==> src/rtl/ea_pkg.sv <==
package ea_pkg;
  localparam int REG_IDX_W = 3;
  localparam logic [REG_IDX_W-1:0] REG_BX = 3'd3;
  localparam logic [REG_IDX_W-1:0] REG_SP = 3'd4;
  localparam logic [REG_IDX_W-1:0] REG_BP = 3'd5;
  localparam logic [REG_IDX_W-1:0] REG_SI = 3'd6;
  localparam logic [REG_IDX_W-1:0] REG_DI = 3'd7;

  localparam logic [1:0] SEG_SS = 2'd2;
  localparam logic [1:0] SEG_DS = 2'd3;

  typedef enum logic [1:0] {
    DSZ_NONE = 2'd0,
    DSZ_8    = 2'd1,
    DSZ_16   = 2'd2,
    DSZ_32   = 2'd3
  } dsz_e;

  typedef struct packed {
    logic                 is_reg;
    logic [REG_IDX_W-1:0] reg_num;
    logic                 base_en;
    logic [REG_IDX_W-1:0] base_idx;
    logic                 index_en;
    logic [REG_IDX_W-1:0] index_idx;
    logic [1:0]           scale;
    dsz_e                 dsz;
    logic                 stack_seg;
    logic                 sib_used;
  } ea_dec_t;
endpackage

==> src/rtl/ea_decode.sv <==
module ea_decode
  import ea_pkg::*;
(
  input  logic [7:0] modrm_i,
  input  logic [7:0] sib_i,
  input  logic       addr32_i,
  output ea_dec_t    dec_o
);
  logic [1:0] md;
  logic [2:0] rm;
  logic [2:0] sib_base;
  logic [2:0] sib_index;

  assign md        = modrm_i[7:6];
  assign rm        = modrm_i[2:0];
  assign sib_base  = sib_i[2:0];
  assign sib_index = sib_i[5:3];

  always_comb begin
    dec_o = '0;
    if (md == 2'b11) begin
      dec_o.is_reg  = 1'b1;
      dec_o.reg_num = rm;
    end else begin
      case (md)
        2'b01:   dec_o.dsz = DSZ_8;
        2'b10:   dec_o.dsz = addr32_i ? DSZ_32 : DSZ_16;
        default: dec_o.dsz = DSZ_NONE;
      endcase
      if (!addr32_i) begin
        // 16-bit table: pairs for rm 0..3, single registers for 4..7
        dec_o.base_en = 1'b1;
        case (rm)
          3'd0: begin dec_o.base_idx = REG_BX; dec_o.index_en = 1'b1; dec_o.index_idx = REG_SI; end
          3'd1: begin dec_o.base_idx = REG_BX; dec_o.index_en = 1'b1; dec_o.index_idx = REG_DI; end
          3'd2: begin dec_o.base_idx = REG_BP; dec_o.index_en = 1'b1; dec_o.index_idx = REG_SI; end
          3'd3: begin dec_o.base_idx = REG_BP; dec_o.index_en = 1'b1; dec_o.index_idx = REG_DI; end
          3'd4: dec_o.base_idx = REG_SI;
          3'd5: dec_o.base_idx = REG_DI;
          3'd6: dec_o.base_idx = REG_BP;
          default: dec_o.base_idx = REG_BX;
        endcase
        if (rm == 3'd6 && md == 2'b00) begin
          dec_o.base_en = 1'b0;
          dec_o.dsz     = DSZ_16;
        end
      end else if (rm == 3'd4) begin
        dec_o.sib_used  = 1'b1;
        dec_o.scale     = sib_i[7:6];
        dec_o.index_en  = (sib_index != REG_SP);
        dec_o.index_idx = sib_index;
        if (sib_base == REG_BP && md == 2'b00) begin
          dec_o.base_en = 1'b0;
          dec_o.dsz     = DSZ_32;
        end else begin
          dec_o.base_en  = 1'b1;
          dec_o.base_idx = sib_base;
        end
      end else if (rm == 3'd5 && md == 2'b00) begin
        dec_o.dsz = DSZ_32;
      end else begin
        dec_o.base_en  = 1'b1;
        dec_o.base_idx = rm;
      end
      dec_o.stack_seg = dec_o.base_en &&
                        (dec_o.base_idx == REG_BP || dec_o.base_idx == REG_SP);
    end
  end
endmodule

==> src/rtl/ea_sum.sv <==
module ea_sum
  import ea_pkg::*;
#(
  parameter int DATA_W = 32,
  parameter int NREG   = 8
) (
  input  ea_dec_t                  dec_i,
  input  logic [NREG*DATA_W-1:0]   gpr_i,
  input  logic [DATA_W-1:0]        disp_i,
  input  logic                     addr32_i,
  output logic [DATA_W-1:0]        offset_o
);
  localparam int HALF_W = DATA_W / 2;

  logic [DATA_W-1:0] gpr [NREG];
  logic [DATA_W-1:0] base_val;
  logic [DATA_W-1:0] index_val;
  logic [DATA_W-1:0] disp_val;
  logic [DATA_W-1:0] sum;

  for (genvar g = 0; g < NREG; g++) begin : g_unpack
    assign gpr[g] = gpr_i[g*DATA_W +: DATA_W];
  end

  assign base_val  = dec_i.base_en  ? gpr[dec_i.base_idx] : '0;
  assign index_val = dec_i.index_en ? (gpr[dec_i.index_idx] << dec_i.scale) : '0;

  always_comb begin
    case (dec_i.dsz)
      DSZ_8:   disp_val = {{(DATA_W-8){disp_i[7]}}, disp_i[7:0]};
      DSZ_16:  disp_val = {{(DATA_W-HALF_W){1'b0}}, disp_i[HALF_W-1:0]};
      DSZ_32:  disp_val = disp_i;
      default: disp_val = '0;
    endcase
  end

  assign sum      = base_val + index_val + disp_val;
  assign offset_o = addr32_i ? sum : {{(DATA_W-HALF_W){1'b0}}, sum[HALF_W-1:0]};
endmodule

==> src/rtl/ea_real_phys.sv <==
module ea_real_phys #(
  parameter int SEG_W  = 16,
  parameter int PHYS_W = 20
) (
  input  logic [SEG_W-1:0]  seg_val_i,
  input  logic [SEG_W-1:0]  offset_i,
  output logic [PHYS_W-1:0] phys_o
);
  localparam int SHIFT = PHYS_W - SEG_W;

  assign phys_o = {seg_val_i, {SHIFT{1'b0}}} + {{SHIFT{1'b0}}, offset_i};
endmodule

==> src/rtl/ea_gen.sv <==
module ea_gen
  import ea_pkg::*;
#(
  parameter int DATA_W = 32,
  parameter int NREG   = 8,
  parameter int SEG_W  = 16,
  parameter int NSEG   = 4,
  parameter int PHYS_W = 20
) (
  input  logic                     clk,
  input  logic                     rst,
  input  logic                     valid_i,
  input  logic [7:0]               modrm_i,
  input  logic [7:0]               sib_i,
  input  logic [DATA_W-1:0]        disp_i,
  input  logic                     addr32_i,
  input  logic [NREG*DATA_W-1:0]   gpr_i,
  input  logic [NSEG*SEG_W-1:0]    seg_vals_i,
  input  logic                     ovr_en_i,
  input  logic [1:0]               ovr_seg_i,
  output logic                     valid_o,
  output logic                     is_reg_o,
  output logic [2:0]               reg_num_o,
  output logic [2:0]               reg_field_o,
  output logic [DATA_W-1:0]        offset_o,
  output logic [1:0]               seg_o,
  output logic [PHYS_W-1:0]        phys_o,
  output logic [1:0]               disp_kind_o,
  output logic                     sib_used_o
);
  ea_dec_t           dec;
  logic [DATA_W-1:0] offset_c;
  logic [1:0]        seg_c;
  logic [SEG_W-1:0]  seg_vals [NSEG];
  logic [SEG_W-1:0]  seg_val_c;
  logic [PHYS_W-1:0] phys_c;

  for (genvar s = 0; s < NSEG; s++) begin : g_segs
    assign seg_vals[s] = seg_vals_i[s*SEG_W +: SEG_W];
  end

  ea_decode u_dec (
    .modrm_i  (modrm_i),
    .sib_i    (sib_i),
    .addr32_i (addr32_i),
    .dec_o    (dec)
  );

  ea_sum #(.DATA_W(DATA_W), .NREG(NREG)) u_sum (
    .dec_i    (dec),
    .gpr_i    (gpr_i),
    .disp_i   (disp_i),
    .addr32_i (addr32_i),
    .offset_o (offset_c)
  );

  assign seg_c     = ovr_en_i ? ovr_seg_i : (dec.stack_seg ? SEG_SS : SEG_DS);
  assign seg_val_c = seg_vals[seg_c];

  ea_real_phys #(.SEG_W(SEG_W), .PHYS_W(PHYS_W)) u_phys (
    .seg_val_i (seg_val_c),
    .offset_i  (offset_c[SEG_W-1:0]),
    .phys_o    (phys_c)
  );

  always_ff @(posedge clk) begin
    if (rst) begin
      valid_o     <= 1'b0;
      is_reg_o    <= 1'b0;
      reg_num_o   <= '0;
      reg_field_o <= '0;
      offset_o    <= '0;
      seg_o       <= '0;
      phys_o      <= '0;
      disp_kind_o <= '0;
      sib_used_o  <= 1'b0;
    end else begin
      valid_o <= valid_i;
      if (valid_i) begin
        is_reg_o    <= dec.is_reg;
        reg_num_o   <= dec.reg_num;
        reg_field_o <= modrm_i[5:3];
        disp_kind_o <= dec.dsz;
        sib_used_o  <= dec.sib_used;
        if (dec.is_reg) begin
          offset_o <= '0;
          seg_o    <= '0;
          phys_o   <= '0;
        end else begin
          offset_o <= offset_c;
          seg_o    <= seg_c;
          phys_o   <= phys_c;
        end
      end
    end
  end
endmodule

==> config.mk <==
export PLATFORM = sky130hd
export DESIGN_NAME = ea_gen
export DESIGN_NICKNAME = d
export VERILOG_FILES = /design/src/rtl/ea_pkg.sv /design/src/rtl/ea_decode.sv /design/src/rtl/ea_sum.sv /design/src/rtl/ea_real_phys.sv /design/src/rtl/ea_gen.sv
export SDC_FILE = /design/constraint.sdc
export NUM_CORES = 1
export LEC_CHECK = 0
export BUFFER_PORTS_ARGS = -buffer_cell sky130_fd_sc_hd__buf_2
export CORE_AREA = 2 2 169 171
export CTS_BUF_LIST = sky130_fd_sc_hd__clkbuf_2
export CTS_CLUSTER_SIZE = 8
export DETAILED_ROUTE_END_ITERATION = 12
export DIE_AREA = 0 0 171 173
export GPL_TIMING_DRIVEN = 0
export PLACE_DENSITY = 0.79
export REMOVE_ABC_BUFFERS = 1
export SYNTH_ARGS = -nofsm -noshare
export SYNTH_HDL_FRONTEND = slang
export SYNTH_SLANG_ARGS = --single-unit
==> constraint.sdc <==
create_clock -name clk -period 15.15 [get_ports clk]
set_clock_uncertainty 0.15 [all_clocks]
set_input_delay 0.7575 -clock clk [delete_from_list [all_inputs] [get_ports clk]]
set_output_delay 0.7575 -clock clk [all_outputs]
set_load 0.05 [all_outputs]
# After elaboration in Yosys (flattened, before gate mapping)
# Index checks and enable logic that the tools add are counted.
dict set report totals {
  register_bits 65
  inputBits 375
  output_inout_bits 65
  word_cells 85
}
dict set report classes {
  add_sub_neg 3
  magnitude_cmp 3
  eq_ne 16
  shift 1
  muxes 40
  bitwise_logic 3
  n_reduce_logical 10
}
# operator n
set ops {}
lappend ops {{$mux W32} 8}
lappend ops {{$bmux W32 S3} 2}
lappend ops {{$pmux W32 S3} 1}
lappend ops {{$add A32 B32 Y32} 2}
lappend ops {{$bmux W16 S2} 1}
lappend ops {{$mux W16} 2}
lappend ops {{$shl A32 B2 Y32} 1}
lappend ops {{$add A20 B16 Y20} 1}
lappend ops {{$mux W20} 1}
lappend ops {{$eq A3 B3 Y1 const B} 6}
lappend ops {{$mux W2} 8}
lappend ops {{$mux W8} 2}
lappend ops {{$mux W14} 1}
lappend ops {{$mux W4} 3}
lappend ops {{$pmux W3 S3} 1}
lappend ops {{$eq A2 B2 Y1 const B} 4}
lappend ops {{$ge A4 B4 Y1 const B} 2}
lappend ops {{$not A3 Y4} 2}
lappend ops {{$pmux W4 S2} 1}
lappend ops {{$eq A3 B2 Y1 const B} 2}
lappend ops {{$mux W1} 6}
lappend ops {{$mux W6} 1}
lappend ops {{$eq A2 B1 Y1 const B} 2}
lappend ops {{$logic_and A1 B1 Y1} 4}
lappend ops {{other kinds (11)} 12}

# Longest topological paths before layout
dict set report logic_depth {
  ltp_word 21
  depth_mapped 34
  ltp_nobuf 30
}

# Modules after synthesis
# Synthesis repeated with hierarchy kept, for this count alone.
dict set report unflattened {
  cells_unflattened 1254
  hier_area_um2 11350.9
}
# mod n_inst cells_per_inst area_per_inst_um2 seq_area_each_um2
set by_module_without_submodules {}
lappend by_module_without_submodules {ea_sum 1 792 7342.0 0.0}
lappend by_module_without_submodules {ea_gen 1 292 2776.4 1301.2}
lappend by_module_without_submodules {ea_real_phys 1 108 820.8 0.0}
lappend by_module_without_submodules {ea_decode 1 62 411.6 0.0}

# Worst setup path before layout
# No wires, ideal clock.
dict set report synth_path {
  kind {input to register}
  from {input modrm_i[6]}
  to {register phys_o[18]}
  setup_ps 139
  arrival_ps 7205
  t_required_ps 14861
  setup_slack_ps 7656
  path_stages 33
  path_buffers 4
  path_cell_list {ha_1 -> nor4b_1 -> a21o_1 -> buf_2 -> buf_2 -> buf_2 -> buf_2 -> nand2_1 -> a311oi_1 -> a31oi_1 -> mux2i_1 -> nand2_1 -> fa_1 -> inv_1 -> ha_1 -> fa_1 -> a211oi_1 -> o21bai_1 -> a21oi_1 -> o21ai_0 -> a21o_1 -> a21o_1 -> a21o_1 -> a311o_1 -> ha_1 -> o21ai_0 -> nand2b_1 -> a21oi_1 -> nor2_1 -> a21oi_1 -> nor2_1 -> xnor2_1 -> o32ai_1}
}
dict set report synth_between {
  elab_chain_cells 18
  elab_cells_between_ends 52
  classes_between {add/sub (3); eq/ne (8); shift (1); mux (31); bitwise (3); reduce/logical (6)}
}
# element line_no
set synth_lines {}
lappend synth_lines {{from (decl)} ea_gen.sv:13} ;# input logic [7:0] modrm_i,
lappend synth_lines {{branches (longest 17 deep; another with $bmux W32 S3)} n/a}
lappend synth_lines {{$mux W20 *} ea_gen.sv:85} ;# if (dec.is_reg) begin
lappend synth_lines {{to (signal assigned)} ea_gen.sv:92} ;# phys_o <= phys_c;
lappend synth_lines {{to (decl)} ea_gen.sv:27} ;# output logic [PHYS_W-1:0] phys_o,
# Mark *: on every way between the ends. The select of a mux whose other input is x is not followed.
# A chain may end at the register's enable or synchronous reset.

==> impl_metrics.csv <==
group,metric,value,unit
run_status,status,"complete, but fails checks",
run_status,violations,"capacitance limit, slew limit",
logic_synthesis,synth_warnings,0,
timing,setup_viol,0,
logic_synthesis,netlist_instances,1627,
logic_synthesis,async_flop_share,0,%
worst_setup_path,path_max_fanout,29,
global_routing,grtUsageTotal,30.0,%
worst_setup_path,endpoint_kind,"register",
global_routing,antenna_found_initial,10,
global_routing,grt_max_degree,76,
timing,hold_viol,0,
cells_and_area,area_growth,25.6,%
clocking,cts_buffer_depth,2,
routing,drtIter0Drc,1715,
worst_setup_path,cp-start-kind,"input port",
job,cap_violations,1,
placed_design,place_area,13500,um^2
routing,drt-total-wl,47.0,mm
die,core,27600,um^2
pwr,p_leak,6.82,nW
worst_setup_path,critPathArrivalTime,8820,ps
timing,fmax,116,MHz
die,die_width,171,um
global_routing,grt_pass1_vias,13900,
logic_synthesis,synth_cell_type_count,71,
routing,wl_per_cell,20.0,um
timing,fin_crit,8600,ps
die,ios,440,
die,initial_core_util,39.5,%
worst_setup_path,cp_top_family,"compound AO/OA/AOI/OAI gates",
logic_synthesis,synth_top_cell_area_share,14.6,%
clocking,htree_levels,3,
die,rows,61,
cells_and_area,fin_area,13700,um^2
logic_synthesis,ys_seq_elements,61,
clocking,post_cts_buffers,0,
cells_and_area,num-fill-cells,2723,
worst_setup_path,rrSetupSlack,14230,ps
worst_setup_path,cp_slowest_stage_delay,850,ps
cells_and_area,drive_gt1_share,26.5,%
worst_setup_path,path_buf_inv,2,
logic_synthesis,synthTopCellsByCount,"nand2_1, clkbuf_1, nand3_1, inv_1",
logic_synthesis,yosys_most_used_dff,"dfxtp_1",
routing,ant_nets,0,
clocking,clock-sinks,61,
placed_design,placement.io_buffers,439,
clocking,postCtsHoldBufs,0,
routing,vias,14600,
placed_design,place_congestion,0.933,
worst_setup_path,crit_cells,31,
timing,setup_tns,0,ps
clocking,cts_resized,0,
routing,drc,0,
logic_synthesis,yosysSeqAreaShare,11.2,%
logic_synthesis,syn_area,10900,um^2
timing,hold_ws,309,ps
min_path,hold_class,"input port to register",
global_routing,grt_pass1_wl,71.8,mm
timing,period_share,56.7,%
clocking,insertion_delay,500,ps
clocking,cts_tree,"done",
worst_setup_path,crit_slowest_cell,"a21oi_4",
worst_setup_path,endpoint,"phys_o[16]",
worst_setup_path,r2r_cells,2,
cells_and_area,multiInputGateArea,8930,um^2
global_routing,grt_overflow_total,0,
worst_setup_path,cp-startpoint,"modrm_i[7]",
worst_setup_path,cp.required,15380,ps
die,die_h,173,um
timing,grt_setup_unrepaired,"false",
logic_synthesis,post-synth-top-count-cell,"nand2_1",
logic_synthesis,syn_avg_cell_area,6.70,um^2
die,dieArea,29600,um^2
pwr,powerDensity,82.0,nW/um^2
timing,max_slew_margin,-3.27,%
worst_setup_path,r2r-start,"offset_o[2]",
logic_synthesis,synth_enable_flop_cells,0,
timing,slew_viol_final,30,
timing,max_slew.worst_pin.slew,1550,ps
cells_and_area,finalNetCount,2413,
routing,drt-vias-per-instance,6.20,
cells_and_area,seq_area,1220,um^2
logic_synthesis,yosys-top-cells-area,"nand2_1, dfxtp_1, fa_1",
clocking,clock-root-buffer,"clkbuf_2",
clocking,cts_buffers,9,
placed_design,dp_hpwl,36.8,mm
logic_synthesis,synth_top_cell_by_area,"nand2_1",
clocking,clk_pin_slew,210,ps
pwr,ir_drop,0.0358,mV
worst_setup_path,timing.rr.end,"offset_o[2]",
routing,dr.pass1.iters,8,
worst_setup_path,critical_path_class,"input port to register",
==> stage by stage <==
step	worst slack [ps]	util [%]	total power, W	instances
floorplan	3930	-	0.000740	1484
global placement	-57.4	47.0	0.000965	2301
detailed placement	6130	48.9	0.000987	2324
CTS	6690	49.4	0.00112	2340
global route	6020	49.5	0.00121	2347
finish	6550	49.6	0.00112	2348
==> layout by cell type (no fill, tap or decap), types with 6 or more instances in the layout <==
| cell type | count |
|---|---|
| a221oi_1 | 66 |
| mux4_2 | 18 |
| buf_2 | 439 |
| dfxtp_1 | 61 |
| nand2_1 | 423 |
| buf_12 | 11 |
| or3_1 | 7 |
| xor2_1 | 14 |
| a22o_1 | 12 |
| diode_2 | 7 |
| nand2b_1 | 11 |
| nor3_1 | 37 |
| clkbuf_2 | 9 |
| a31oi_1 | 35 |
| a311oi_1 | 60 |
| nand3_1 | 83 |
| mux2i_1 | 37 |
| a22oi_1 | 55 |
| buf_6 | 6 |
| and2_1 | 6 |
| nor2b_1 | 6 |
| inv_1 | 75 |
| o21bai_1 | 9 |
| fa_1 | 33 |
| ha_1 | 47 |
| xnor2_1 | 20 |
| a21o_1 | 24 |
| nor2_1 | 67 |
| and3_1 | 68 |
| a21oi_1 | 69 |
| o21ai_0 | 52 |
==> cell type report <==
type                       instances  area share, %
clock inverter                     7          0.713
multi-input combinational       1347           65.2
inverter                          76           2.08
tap                              378           3.45
clock buffer                       9          0.329
antenna                            7          0.128
sequential                        61           8.92
timing repair buffer             463           19.1
==> kinds of logic after synthesis <==
group	Yosys count	share of synthesized area, %
mux	56	7.22
flops	61	11.2
compound gates	441	29.4
fa+ha+maj	80	11.5
buf+inv	219	8.05
simple gates	736	29.9
xor+xnor	34	2.73
==> layer usage <==
layer | vias up | routed length [um] | track usage [%] | share of wire (%)
met5 | - | 24 | 0 | 0.051
met4 | 4 | 2420 | 15.4 | 5.1
met3 | 213 | 4950 | 5.29 | 11
met2 | 1107 | 22000 | 50.6 | 47
met1 | 6623 | 17600 | 36.4 | 37
li1 | 6608 | - | - | -
==> flip-flops by register name, summed over array words and instances, names as in the netlist <==
name         flops
offset_o        32
phys_o          16
reg_field_o      3
reg_num_o        3
disp_kind_o      2
seg_o            2
is_reg_o         1
sib_used_o       1
valid_o          1
==> power by group <==
group	total (W)	switching, W	internal, W
Combinational	0.000800	0.000505	0.000295
Sequential	0.000197	0.0000128	0.000184
Clock	0.000126	0.0000711	0.0000551
==> worst register-to-register path: cells and delay by family (launching register included) <==
family	cells	cell delay [ps]
AO/OA/AOI/OAI	1	200
flip-flops	1	390
AND/OR/NAND/NOR	1	60
==> worst min-delay path by stage <==
stage	from	endpoint	slack, ps	cells after the start
after floorplan	phys_o[19]	phys_o[19]	520	2
after global placement	offset_o[31]	offset_o[31]	280	2
after detailed placement	offset_o[31]	offset_o[31]	290	2
after CTS	modrm_i[5]	reg_field_o[2]	280	3
after global routing	modrm_i[5]	reg_field_o[2]	310	3
final	modrm_i[5]	reg_field_o[2]	310	3
Power figures use the tool's default switching activity.
